$ cat src/rtl/ddfs_pkg.sv
package ddfs_pkg;

    localparam int ACC_W   = 16;
    localparam int BLK_W   = 4;
    localparam int ADDR_W  = 8;
    localparam int AMP_W   = 10;

    localparam int HALF    = 2 ** (ADDR_W - 1);
    localparam int QTR     = HALF / 2;
    localparam int AMP_MAX = 2 ** (AMP_W - 1) - 1;

    typedef logic [ACC_W-1:0]         phase_t;
    typedef logic [ADDR_W-1:0]        lut_addr_t;
    typedef logic signed [AMP_W-1:0]  amp_t;

    typedef struct packed {
        phase_t freq;
        phase_t phase;
    } acc_state_t;

    // Rational sine approximation over a half period of HALF steps
    function automatic amp_t half_sine_mag(int k);
        int prod;
        int num;
        int den;
        prod = k * (HALF - k);
        num  = AMP_MAX * 16 * prod;
        den  = 5 * HALF * HALF - 4 * prod;
        return amp_t'(num / den);
    endfunction

endpackage

$ cat src/rtl/cskip_adder.sv
module cskip_adder #(
    parameter int W   = 16,
    parameter int BLK = 4
) (
    input  logic [W-1:0] a,
    input  logic [W-1:0] b,
    input  logic         cin,
    output logic [W-1:0] sum,
    output logic         cout
);
    localparam int NBLK = W / BLK;

    logic [NBLK:0] bcarry;
    assign bcarry[0] = cin;

    for (genvar bi = 0; bi < NBLK; bi++) begin : g_blk
        logic [BLK-1:0] p;
        logic [BLK-1:0] g;
        logic [BLK:0]   rc;
        assign p     = a[bi*BLK +: BLK] ^ b[bi*BLK +: BLK];
        assign g     = a[bi*BLK +: BLK] & b[bi*BLK +: BLK];
        assign rc[0] = bcarry[bi];
        for (genvar i = 0; i < BLK; i++) begin : g_bit
            assign rc[i+1]          = g[i] | (p[i] & rc[i]);
            assign sum[bi*BLK + i]  = p[i] ^ rc[i];
        end
        // block bypass: a fully propagating block forwards its carry-in
        assign bcarry[bi+1] = (&p) ? bcarry[bi] : rc[BLK];
    end

    assign cout = bcarry[NBLK];

    always_comb begin
        assert_sum_exact_R7: assert ({cout, sum} == ({1'b0, a} + {1'b0, b} + {{W{1'b0}}, cin}))
            else $error("carry-skip sum mismatch");
    end

endmodule

$ cat src/rtl/ddfs_phase_accum.sv
module ddfs_phase_accum
    import ddfs_pkg::*;
(
    input  logic   clk,
    input  logic   rst,
    input  logic   load,
    input  phase_t fcw,
    output phase_t phase
);
    acc_state_t st_q;
    acc_state_t st_d;
    phase_t     next_phase;
    logic       carry_out;

    cskip_adder #(.W(ACC_W), .BLK(BLK_W)) u_add (
        .a   (st_q.phase),
        .b   (st_q.freq),
        .cin (1'b0),
        .sum (next_phase),
        .cout(carry_out)
    );

    always_comb begin
        st_d.phase = next_phase;
        st_d.freq  = load ? fcw : st_q.freq;
    end

    always_ff @(posedge clk) begin
        if (rst) begin
            st_q <= '0;
        end else begin
            st_q <= st_d;
        end
    end

    assign phase = st_q.phase;

    assert_phase_step_R2: assert property (@(posedge clk) disable iff (rst)
        1'b1 |=> st_q.phase == phase_t'($past(st_q.phase) + $past(st_q.freq)))
        else $error("phase did not advance by frequency word");

    assert_freq_capture_R2: assert property (@(posedge clk) disable iff (rst)
        load |=> st_q.freq == $past(fcw))
        else $error("frequency word not captured");

    assert_freq_hold_R8: assert property (@(posedge clk) disable iff (rst)
        !load |=> $stable(st_q.freq))
        else $error("frequency word changed without load");

    assert_wrap_R3: assert property (@(posedge clk) disable iff (rst)
        carry_out |=> st_q.phase < $past(st_q.phase))
        else $error("overflow did not wrap phase");

endmodule

$ cat src/rtl/ddfs_sine_lut.sv
module ddfs_sine_lut
    import ddfs_pkg::*;
(
    input  logic      clk,
    input  logic      rst,
    input  lut_addr_t addr,
    output amp_t      amp
);
    localparam int IDX_W = ADDR_W - 1;

    amp_t             qtab [0:QTR];
    logic [IDX_W-1:0] k;
    logic [IDX_W-1:0] fold;
    amp_t             mag;
    amp_t             amp_d;

    for (genvar i = 0; i <= QTR; i++) begin : g_tab
        assign qtab[i] = half_sine_mag(i);
    end

    always_comb begin
        k = addr[IDX_W-1:0];
        if (int'(k) > QTR) begin
            fold = IDX_W'(HALF - int'(k));
        end else begin
            fold = k;
        end
        mag   = qtab[fold];
        amp_d = addr[ADDR_W-1] ? -mag : mag;
    end

    always_ff @(posedge clk) begin
        if (rst) begin
            amp <= '0;
        end else begin
            amp <= amp_d;
        end
    end

    assert_neg_half_R5: assert property (@(posedge clk) disable iff (rst)
        addr[ADDR_W-1] |=> amp <= 0)
        else $error("second half sample not non-positive");

    assert_pos_half_R5: assert property (@(posedge clk) disable iff (rst)
        !addr[ADDR_W-1] |=> amp >= 0)
        else $error("first half sample negative");

endmodule

$ cat src/rtl/ddfs_core.sv
module ddfs_core
    import ddfs_pkg::*;
(
    input  logic                    clk,
    input  logic                    rst,
    input  logic                    fcw_load,
    input  logic [ACC_W-1:0]        fcw_in,
    output logic signed [AMP_W-1:0] amp_out
);
    phase_t phase;
    amp_t   amp;

    ddfs_phase_accum u_acc (
        .clk  (clk),
        .rst  (rst),
        .load (fcw_load),
        .fcw  (fcw_in),
        .phase(phase)
    );

    ddfs_sine_lut u_lut (
        .clk (clk),
        .rst (rst),
        .addr(phase[ACC_W-1 -: ADDR_W]),
        .amp (amp)
    );

    assign amp_out = amp;

    assert_reset_zero_R1: assert property (@(posedge clk)
        rst |=> amp_out == 0)
        else $error("output not cleared by reset");

endmodule

$ cat config.mk
export PLATFORM = sky130hd
export DESIGN_NAME = ddfs_core
export DESIGN_NICKNAME = d
export VERILOG_FILES = /design/src/rtl/ddfs_pkg.sv /design/src/rtl/cskip_adder.sv /design/src/rtl/ddfs_phase_accum.sv /design/src/rtl/ddfs_sine_lut.sv /design/src/rtl/ddfs_core.sv
export SDC_FILE = /design/constraint.sdc
export NUM_CORES = 1
export LEC_CHECK = 0
export BUFFER_PORTS_ARGS = -buffer_cell sky130_fd_sc_hd__buf_2
export CAP_MARGIN = 20
export CORE_MARGIN = 1
export CORE_UTILIZATION = 51
export CTS_CLUSTER_SIZE = 24
export DETAILED_ROUTE_END_ITERATION = 10
export PLACE_DENSITY = 0.7
export SLEW_MARGIN = 0
export SYNTH_ARGS = -nofsm -noshare
export SYNTH_HDL_FRONTEND = slang
export SYNTH_SLANG_ARGS = --single-unit
$ cat constraint.sdc
create_clock -name clk -period 6.3 [get_ports clk]
set_input_delay 0.63 -clock clk [delete_from_list [all_inputs] [get_ports clk]]
set_output_delay 0.63 -clock clk [all_outputs]
set_load 0.01 [all_outputs]
-- Word level (Yosys, flattened, before mapping)
Memory sizes are Yosys's and may differ from the RTL's.
Cells that the tools add are included.
- memories kept: 1
- output and inout bits: 10
- logic and storage cells: 70
- bits in read-only memories: 1280
- flip-flop bits (word level): 42
- memories (memory ; words ; bits a word ; read ports ; clocked after memory_dff ; wr ports ; RTL line ; RTL):
    (name not given) ; 128 ; 10 ; 1 ; 0 ; 0 ; ddfs_sine_lut.sv:28 ; mag = qtab[fold];
- reduce and logical (&&, ||, !) cells: 3
- add/subtract/negate cells: 2
- muxes and demuxes: 7
- magnitude comparators: 2
- bitwise logic cells: 52
- operators with widths (cell ; count):
    10-bit 2-to-1 mux ; 3
    4-bit bitwise XOR ; 4
    1-bit bitwise XOR ; 15
    1-bit bitwise AND ; 14
    1-bit bitwise OR ; 14
    4-bit bitwise AND ; 3
    4-bit AND reduction ; 3
    10-bit negation ; 1
    8-bit >= comparator (second input constant) ; 1
    7-bit NOT with 8-bit output ; 1
    7-bit greater-than comparator (second input constant) ; 1
    7-bit 2-to-1 mux ; 1
    1-bit by 7-bit subtractor with 7-bit output (first input constant) ; 1
    3-bit bitwise AND ; 1
    1-bit 2-to-1 mux ; 3

-- Logic depth before layout (Yosys ltp)
- depth in word-level cells: 33
- depth in mapped cells: 22
- depth with buffers taken out: 22

-- By module
Synthesis repeated with hierarchy kept, for this count alone.
- cells, all modules: 424
- area total of the unflattened synthesis: 3748.6 um^2
- by module, submodules not included (module ; area an instance (um^2) ; times used ; seq. area each (um^2) ; cells each):
    ddfs_sine_lut ; 1975.6 ; 1 ; 200.2 ; 267
    ddfs_phase_accum ; 1129.8 ; 1 ; 640.6 ; 102
    cskip_adder ; 643.1 ; 1 ; 0.0 ; 55

-- Worst setup path before layout
No wires, ideal clock.
- kind: register to register
- start point: register u_acc.st_q, in the netlist u_acc.phase[0]
- end point: register u_acc.st_q, in the netlist u_acc.phase[15]
- arrival time: 6679 ps
- cell stages (with the launch flop): 23
- setup time: 128 ps
- data required time: 6172 ps
- period minus slack after synthesis: 6807 ps
- path slack: -507 ps
- buffers on the path: 0
- path through: dfxtp_1 > ha_1 > fa_1 > fa_1 > fa_1 > inv_1 > a41oi_1 > fa_1 > fa_1 > fa_1 > fa_1 > mux2_2 > fa_1 > fa_1 > fa_1 > fa_1 > mux2_2 > fa_1 > fa_1 > fa_1 > xor2_1 > xnor2_1 > nor2_1
- longest elaborated chain between the ends: 33
- ends and longest elaborated chain (item ; RTL line ; RTL):
    start, declared ; ddfs_phase_accum.sv:10 ; acc_state_t st_q;
    start signal, assigned ; ddfs_phase_accum.sv:32 ; st_q <= st_d;
    4-bit bitwise AND ; cskip_adder.sv:21 ; assign g = a[bi*BLK +: BLK] & b[bi*BLK +: BLK];
    1-bit bitwise AND ; cskip_adder.sv:24 ; assign rc[i+1] = g[i] | (p[i] & rc[i]);
    1-bit bitwise OR ; cskip_adder.sv:24 ;
    1-bit bitwise AND ; cskip_adder.sv:24 ;
    1-bit bitwise OR ; cskip_adder.sv:24 ;
    1-bit bitwise AND ; cskip_adder.sv:24 ;
    1-bit bitwise OR ; cskip_adder.sv:24 ;
    1-bit 2-to-1 mux * ; cskip_adder.sv:28 ; assign bcarry[bi+1] = (&p) ? bcarry[bi] : rc[BLK];
    (+17 left out) ; - ;
    1-bit 2-to-1 mux * ; cskip_adder.sv:28 ;
    1-bit bitwise AND * ; cskip_adder.sv:24 ;
    1-bit bitwise OR * ; cskip_adder.sv:24 ;
    1-bit bitwise AND * ; cskip_adder.sv:24 ;
    1-bit bitwise OR * ; cskip_adder.sv:24 ;
    1-bit bitwise AND * ; cskip_adder.sv:24 ;
    1-bit bitwise OR * ; cskip_adder.sv:24 ;
    1-bit bitwise XOR * ; cskip_adder.sv:25 ; assign sum[bi*BLK + i] = p[i] ^ rc[i];
Mark *: on every way between the ends. The rest lies on a longest branch, timed or not.
A chain may end at the register's enable or synchronous reset.

-- Worst setup path in the final report
- start point: register u_acc.st_q[16] (netlist name)
- end point: register u_acc.st_q, in the netlist u_acc.phase[15]
Same word-level chain as after synthesis.

==> qor.yml <==
status:
  status: "finished with violations"
  violations: "setup timing"
timing:
  skew_ns: 0.01194
  period_needed_ns: 6.503
  period_share: 1.032
  slew_violations: 0
  slew_headroom: 0.3046
  fin_ws_ns: -0.2028
  setup_violations: 2
  hold_viol_final: 0
  max_freq_ghz: 0.1538
  grt_setup_unrepaired: "yes"
  max_slew.worst_pin.slew_ns: 1.036
grt:
  track_usage: 0.2414
  grt_max_degree: 45
  grt_pass1_wl_um: 14350
  antenna_found_initial: 0
  grt_pass1_vias: 2999
  overflow: 0
logic_synthesis:
  synth_compound_area_frac: 0.2441
  synth_area_um2: 3567
  async_reset_ff_frac: 0
  yosys.area_share.simple: 0.2087
  yosys.area.top_type: "dfxtp_1"
  yosys-mux-area-fraction: 0.07296
  ys_ff_latch: 42
  yosysSeqAreaShare: 0.2357
  synth_nets: 467
  ys.warnings.count: 0
  synth_top_area_frac: 0.2357
  synthAdderAreaFrac: 0.1480
  synth_top_family_by_area: "compound AO/OA/AOI/OAI gates"
  synth_edf_count: 0
  avgSynthCellArea_um2: 8.596
  synthCells: 415
  ys.flop_type: "dfxtp_1"
  synth_cell_types: 76
  synthTopCellsByArea: "dfxtp_1 24%, fa_1 7.9%, ha_1 6.7%"
  synth_xor_area_frac: 0.02841
worst_setup_path:
  cp.arrival_ns: 6.67
  required_ns: 6.46
  start_kind: "register"
  regToRegSetupSlack_ns: -0.20
  reg2reg_depth: 22
  path_class: "reg -> reg"
  cp_max_fo: 2
  endpoint_kind: "register"
power_and_ir_drop:
  power_mw: 1.206
  p_per_area_nw_per_um2: 307.7
  leakage_nw: 1.644
  ir_worst_vdd_mv: 0.2043
drt:
  first_pass_iters: 5
  wl_per_cell_um: 17.04
  drc: 0
  detail-route-antenna-nets: 0
  drt-initial-drc-count: 326
  avgViaCountPerCell: 6.305
  num_vias: 3184
  routed_wl_um: 8607
die:
  num_io_pins: 29
  die_h_um: 85.63
  die_w_um: 85.63
  dieArea_um2: 7333
  rows: 30
  coreArea_um2: 6756
  start_util: 0.5280
layout:
  drive_above_1_share: 0.2024
  nNetsFinal: 476
  syn2layout_area_growth_pct: 9.891
  fin_cells: 505
  diodes: 0
cts:
  cts_tree: "done"
  clk_path_buf_depth: 2
  cts_max_level: 2
  numCtsBuffers: 5
  clk_latency_ns: 0.30
  cts_sinks: 42
  clk_pin_slew_worst_paths_ns: 0.09
  cts_root_buf: "clkbuf_8"
min_path:
  hold_depth: 2
  hp-class: "reg -> reg"
place:
  routabilityCongestion: 0.9110
  dp_cells: 495
  dp_hpwl_um: 6048
  port_buffers: 28
flow_run:
  max-cap-violations: 0
==> what timing repair did <==
action	4_1_cts	5_1_grt
hold buffers	0	0
endpoints found under the setup margin	2	2
buffers inserted	1	1
gates resized for setup	9	3
pin swaps	2	0
==> flip-flops by register name, indices dropped and copies added, names as in the netlist <==
register     count
u_lut.amp       10
u_acc.phase     16
u_acc.st_q      16
==> kinds of logic (layout without fill, tap and decap cells) <==
kind of cell / after synthesis / after routing
simple gates: 140 / 140
compound gates: 115 / 115
buf+inv: 49 / 59
flops: 42 / 42
fa+ha+maj: 34 / 34
mux: 25 / 25
xor+xnor: 10 / 10
==> final cells by class <==
| type | count | area (µm²) |
|---|---|---|
| tap | 80 | 100.1 |
| multi-input combinational | 324 | 2575 |
| inverter | 13 | 48.80 |
| clock buffer | 5 | 68.82 |
| timing repair buffer | 38 | 215.2 |
| clock inverter | 3 | 68.82 |
| sequential | 42 | 843.3 |
| fill | 600 | 2836 |
==> layer usage <==
metal / track usage / wire, µm / share of wire
met5: 0 / 0 / 0
met4: 0.1015 / 178 / 0.021
met3: 0.03369 / 540 / 0.063
met2: 0.3702 / 3859 / 0.45
met1: 0.3409 / 4028 / 0.47
==> where the power goes <==
| group | total (mW) | internal, mW | switching (mW) |
|---|---|---|---|
| logic | 0.597 | 0.234 | 0.363 |
| clock network | 0.258 | 0.159 | 0.0988 |
| registers | 0.352 | 0.308 | 0.0433 |
==> worst paths after layout <==
check                                     from               to
worst min-delay path            u_acc.st_q[31]  u_acc.phase[15]
worst min register to register  u_acc.st_q[31]  u_acc.phase[15]
worst max register to register  u_acc.st_q[16]  u_acc.phase[15]
worst max-delay path            u_acc.st_q[16]  u_acc.phase[15]
==> stage by stage <==
stage	utilization	setup TNS (ns)	setup slack, ns	hold slack (ns)	area [µm²]
floorplan	-	-0.09743	-0.09743	0.4647	3595
global placement	0.5509	-0.3885	-0.2628	0.4808	3722
detailed placement	0.5509	-0.6128	-0.3796	0.5095	3722
CTS	0.5763	-0.2598	-0.2081	0.5254	3894
global route	0.5802	-0.5933	-0.3769	0.5491	3920
finish	0.5802	-0.2607	-0.2028	0.5178	3920
==> placed cells by master, fill, tap and decap left out, drive strengths merged, types with 7 or more instances in the layout <==
master  count
nor2       42
dfxtp      42
buf        38
mux2i      20
nor2b      20
a21oi      20
ha         19
nand2      18
o21ai      18
nand3      14
fa         14
nor3       13
inv        13
a211oi     11
a31oi       7
o211ai      7
==> worst max-delay path, stage by stage (launching register included) <==
cell and delay, ns:
dfxtp_2 0.34, ha_4 0.15, fa_2 0.34, fa_2 0.35
fa_2 0.34, inv_2 0.07, a41oi_2 0.04, fa_2 0.37
fa_2 0.35, fa_2 0.35, fa_2 0.33, mux2_4 0.28
fa_2 0.35, fa_2 0.35, fa_2 0.35, fa_2 0.33
mux2_4 0.27, fa_2 0.35, fa_2 0.35, fa_2 0.34
xor2_1 0.15, xnor2_1 0.18, nor2_1 0.06
==> cell usage after synthesis, types with 10 or more instances <==
master / instances
dfxtp_1: 42
nor2_1: 41
mux2i_1: 20
nor2b_1: 20
a21oi_1: 19
ha_1: 19
nand2_1: 18
o21ai_0: 18
clkbuf_1: 17
fa_1: 14
nand3_1: 14
buf_2: 12
inv_1: 12
nor3_1: 12
a211oi_1: 10
Power figures use the tool's default switching activity.
